**src/rtl/iodec_pkg.sv**
```systemverilog
package iodec_pkg;
   // Shared widths of the decoder family.
   localparam int unsigned IODEC_OFS_W  = 3;
   localparam int unsigned IODEC_SW_W   = 8;
   localparam int unsigned IODEC_ADDR_W = 16;

   // Customary switch words for the two ports of a dual card.
   localparam logic [IODEC_SW_W-1:0] IODEC_SW_PORT_A = 8'h80; // base 0x3F8
   localparam logic [IODEC_SW_W-1:0] IODEC_SW_PORT_B = 8'hA0; // base 0x2F8

   typedef struct packed {
      logic                   sel;
      logic [IODEC_OFS_W-1:0] idx;
      logic                   rd;
      logic                   wr;
   } iodec_out_t;
endpackage

```
**src/rtl/iodec_line_match.sv**
```systemverilog
module iodec_line_match #(
   parameter int unsigned SW_W         = 8,
   parameter bit          CLOSED_IS_ONE = 1'b1
) (
   input  logic [SW_W-1:0] addr_field_i,
   input  logic [SW_W-1:0] sw_i,
   output logic            hit_o
);
   initial begin
      if (SW_W < 1) $error("iodec_line_match: SW_W must be at least 1");
   end

   logic [SW_W-1:0] bit_ok;

   for (genvar i = 0; i < SW_W; i++) begin : g_pos
      if (CLOSED_IS_ONE) begin : g_closed_one
         // closed (1) demands a 0 on the line, open demands a 1
         assign bit_ok[i] = addr_field_i[i] ^ sw_i[i];
      end else begin : g_closed_zero
         assign bit_ok[i] = ~(addr_field_i[i] ^ sw_i[i]);
      end
   end

   assign hit_o = &bit_ok;
endmodule

```
**src/rtl/iodec_strobe_gate.sv**
```systemverilog
module iodec_strobe_gate #(
   parameter int unsigned OFS_W = 3
) (
   input  logic             sel_i,
   input  logic [OFS_W-1:0] ofs_i,
   input  logic             ior_n_i,
   input  logic             iow_n_i,
   output logic [OFS_W-1:0] ofs_o,
   output logic             rd_o,
   output logic             wr_o
);
   assign ofs_o = sel_i ? ofs_i : '0;
   assign rd_o  = sel_i & ~ior_n_i;
   assign wr_o  = sel_i & ~iow_n_i;

   always_comb begin
      a_r6_rd_needs_sel: assert (!rd_o || (sel_i && !ior_n_i));
      a_r6_wr_needs_sel: assert (!wr_o || (sel_i && !iow_n_i));
   end
endmodule

```
**src/rtl/iodec_port.sv**
```systemverilog
module iodec_port
   import iodec_pkg::*;
#(
   parameter int unsigned ADDR_W        = IODEC_ADDR_W,
   parameter int unsigned OFS_W         = IODEC_OFS_W,
   parameter int unsigned SW_W          = IODEC_SW_W,
   parameter bit          CLOSED_IS_ONE = 1'b1
) (
   input  logic [ADDR_W-1:0] io_addr_i,
   input  logic              dma_aen_i,
   input  logic              ior_n_i,
   input  logic              iow_n_i,
   input  logic              port_en_i,
   input  logic [SW_W-1:0]   sw_closed_i,
   output logic              sel_o,
   output logic [OFS_W-1:0]  reg_idx_o,
   output logic              rd_o,
   output logic              wr_o
);
   localparam int unsigned DEC_TOP = OFS_W + SW_W; // first ignored line

   initial begin
      if (ADDR_W < DEC_TOP) $error("iodec_port: ADDR_W below OFS_W+SW_W");
      if (OFS_W < 1)        $error("iodec_port: OFS_W must be at least 1");
   end

   logic [SW_W-1:0]  field;
   logic [OFS_W-1:0] ofs_raw;
   logic             line_hit;
   logic             sel;

   assign field   = io_addr_i[DEC_TOP-1:OFS_W];
   assign ofs_raw = io_addr_i[OFS_W-1:0];

   if (ADDR_W > DEC_TOP) begin : g_hi_lines
      logic unused_hi_lines;
      assign unused_hi_lines = ^io_addr_i[ADDR_W-1:DEC_TOP];
   end

   iodec_line_match #(
      .SW_W         (SW_W),
      .CLOSED_IS_ONE(CLOSED_IS_ONE)
   ) u_match (
      .addr_field_i(field),
      .sw_i        (sw_closed_i),
      .hit_o       (line_hit)
   );

   assign sel = line_hit & ~dma_aen_i & port_en_i;

   iodec_strobe_gate #(.OFS_W(OFS_W)) u_gate (
      .sel_i  (sel),
      .ofs_i  (ofs_raw),
      .ior_n_i(ior_n_i),
      .iow_n_i(iow_n_i),
      .ofs_o  (reg_idx_o),
      .rd_o   (rd_o),
      .wr_o   (wr_o)
   );

   assign sel_o = sel;

   always_comb begin
      a_r3_dma_never_selects:  assert (!(dma_aen_i && (sel_o || rd_o || wr_o)));
      a_r4_disabled_is_quiet:  assert (port_en_i || !(sel_o || rd_o || wr_o));
      a_r5_idx_zero_when_idle: assert (sel_o || reg_idx_o == '0);
      a_r1_sel_needs_hit:      assert (!sel_o || line_hit);
   end
endmodule

```
**config.mk**
```make
export PLATFORM = sky130hd
export DESIGN_NAME = iodec_port
export DESIGN_NICKNAME = d
export VERILOG_FILES = /design/src/rtl/iodec_pkg.sv /design/src/rtl/iodec_line_match.sv /design/src/rtl/iodec_strobe_gate.sv /design/src/rtl/iodec_port.sv
export SDC_FILE = /design/constraint.sdc
export NUM_CORES = 1
export LEC_CHECK = 0
export ABC_CLOCK_PERIOD_IN_PS = 1000
export BUFFER_PORTS_ARGS = -buffer_cell sky130_fd_sc_hd__buf_4
export CORE_AREA = 2 2 39 41
export DETAILED_ROUTE_END_ITERATION = 8
export DIE_AREA = 0 0 41 43
export GPL_TIMING_DRIVEN = 0
export SYNTH_ARGS = -nofsm -noshare
export SYNTH_HDL_FRONTEND = slang
export SYNTH_SLANG_ARGS = --single-unit
```
**constraint.sdc**
```tcl
create_clock -name vclk -period 1
set_clock_uncertainty 0.15 [all_clocks]
set_input_delay 0.15 -clock vclk [all_inputs]
set_output_delay 0.15 -clock vclk [all_outputs]
set_load 0.01 [all_outputs]
```
==> results.yml <==
drt:
  vias_per_cell: 4.00
  drc: 0
  drtPass1Iterations: 1
  drt_iter0_markers: 0
  vias: 268
  postRouteAntennaNets: 0
  drt_wl_total_um: 590
  post_drt_wl_per_cell_um: 8.81
setup_path:
  worstPathArrival_ps: 1030
  critical_path.endpoint: "rd_o"
  start_kind: "input port"
  path_buf_inv: 2
  cp_max_fo: 6
  cp.depth: 5
  critical_path.cell_chain: "buf_6 > xor2_2 > nand3_4 > nor4_4 > buf_4"
  startpoint: "io_addr_i[7]"
  crit_required_ps: 700
  cp-end-kind: "primary output"
  crit_slowest_cell: "nor4_4"
  cp_top_family: "simple AND/OR/NAND/NOR gates"
  critical_path_class: "in -> out"
  critical-path-max-stage-delay_ps: 280
sta:
  holdWs_ps: 410
  setup_viol_count_final: 6
  rsz0062_at_grt: "true"
  min_period_ps: 1330
  setup_slack_ps: -330
  drv_slew: 0
  finalCritPeriodShare: 1.33
  tightest_slew_ps: 224
  hold_violations: 0
  max_freq_ghz: 0.752
  max_slew_margin: 0.850
synthesis:
  avgSynthCellArea_um2: 6.85
  synth_top_area_cell: "xor2_1"
  yosysMostFrequentCell: "xor2_1"
  synth_common_cells: "xor2_1 (8), nor4_1 (5), inv_1 (3)"
  synthTopCellsByArea: "xor2_1 (49%), nor4_1 (22%), inv_1 (7.8%)"
  syn_inst: 21
  yosysTopAreaCellShare: 0.487
  synth_cell_type_count: 8
  synth_seq_area_share: 0
  synthesis.area_um2: 144
  ys_warn_count: 0
  syn_nets: 49
finish:
  fin_cells: 67
  fillers: 151
  nFlopsAndLatches: 0
  area_growth_pct: 264
  final_nets: 81
  diodes: 0
  ff_latch_area_um2: 0
  design_area_um2: 524
  drive_above_1_share: 0.804
  num-clock-buffers: 0
run:
  drv_cap: 0
power:
  powerDensity_nw_per_um2: 334
  ir_drop_uv: 134
  p_total_mw: 0.175
  power_leakage_nw: 0.234
worst_hold_path:
  min_delay_path_depth: 3
  hold_path.class: "in -> out"
die:
  die_h_um: 43
  rows: 14
  start_util: 0.104
  ios: 34
  die_area_um2: 1760
  coreArea_um2: 1380
  dieWidth_um: 41
placement:
  io_buffers: 29
  globalplace.congestion: 0.589
  postPlaceCellArea_um2: 418
  dp.cells: 66
global_route:
  grt_remaining_overflow: 0
  antenna_found_initial: 0
  met3_usage: 0.0157
  met1_usage: 0.0791
  grt_pass1_wl_um: 814
  grt_pass1_vias: 241
  grt.total_usage: 0.0609
  grt_max_degree: 7
  grtUsageMet2: 0.103
  grt_most_used_layer: "met2"
status:
  violations: "negative setup slack"
  status: "complete, but fails checks"
cts:
  cts_hold_buf: 0
==> report_power, final <==
| group | internal, mW | total (mW) | switching, mW |
|---|---|---|---|
| sequential | 0 | 0 | 0 |
| clock | 0 | 0 | 0 |
| combinational | 0.0995 | 0.175 | 0.0756 |
==> routing by layer <==
layer,share of wire,routed length (um)
met5,0,0
met4,0,0
met3,0.18,108
met2,0.44,259
met1,0.38,222
==> placed cells by master (no fill, tap or decap) <==
master,n
buf_4,24
nand2_2,1
nand4_1,1
xor2_2,1
buf_8,1
inv_1,3
xor2_1,5
nor2b_1,1
buf_6,5
nor3_2,1
xor2_4,2
nand3_4,1
nor4_2,3
nor4_4,2
==> layout make-up <==
type	instances	area [um2]	share of cell area
tap	16	20.0	0.0382
inverter	3	11.3	0.0215
timing repair buffer	30	251	0.480
multi-input combinational	18	241	0.461
==> what timing repair did <==
action,4_1_cts,5_1_grt
setup endpoints to repair,6,6
buffers inserted,1,0
gates cloned,0,0
gates resized for setup,5,11
pin swaps,7,5
==> kinds of logic after synthesis <==
family | synth area share
xor+xnor | 0.487
simple gates | 0.435
buf+inv | 0.0783
==> worst min-delay path: cells and delay by family <==
family / cells / cell delay (ps)
buffers and inverters: 2 / 220
and+or+nand+nor: 1 / 40
==> worst min path at each step <==
stage / startpoint / to / slack [ps]
2_1_floorplan: ior_n_i / rd_o / 180
3_3_place_gp: iow_n_i / wr_o / 400
3_5_place_dp: iow_n_i / wr_o / 400
4_1_cts: iow_n_i / wr_o / 400
5_1_grt: ior_n_i / rd_o / 410
6_report: ior_n_i / rd_o / 410
==> stage by stage <==
stage                util  TNS (ps)  setup slack, ps
floorplan               -      -986             -174
global placement    0.302     -2700             -471
detailed placement  0.302     -2700             -493
CTS                 0.320     -2150             -421
global route        0.379     -2240             -407
finish              0.379     -1860             -330
Note: power is estimated with default switching activity, not from simulation.
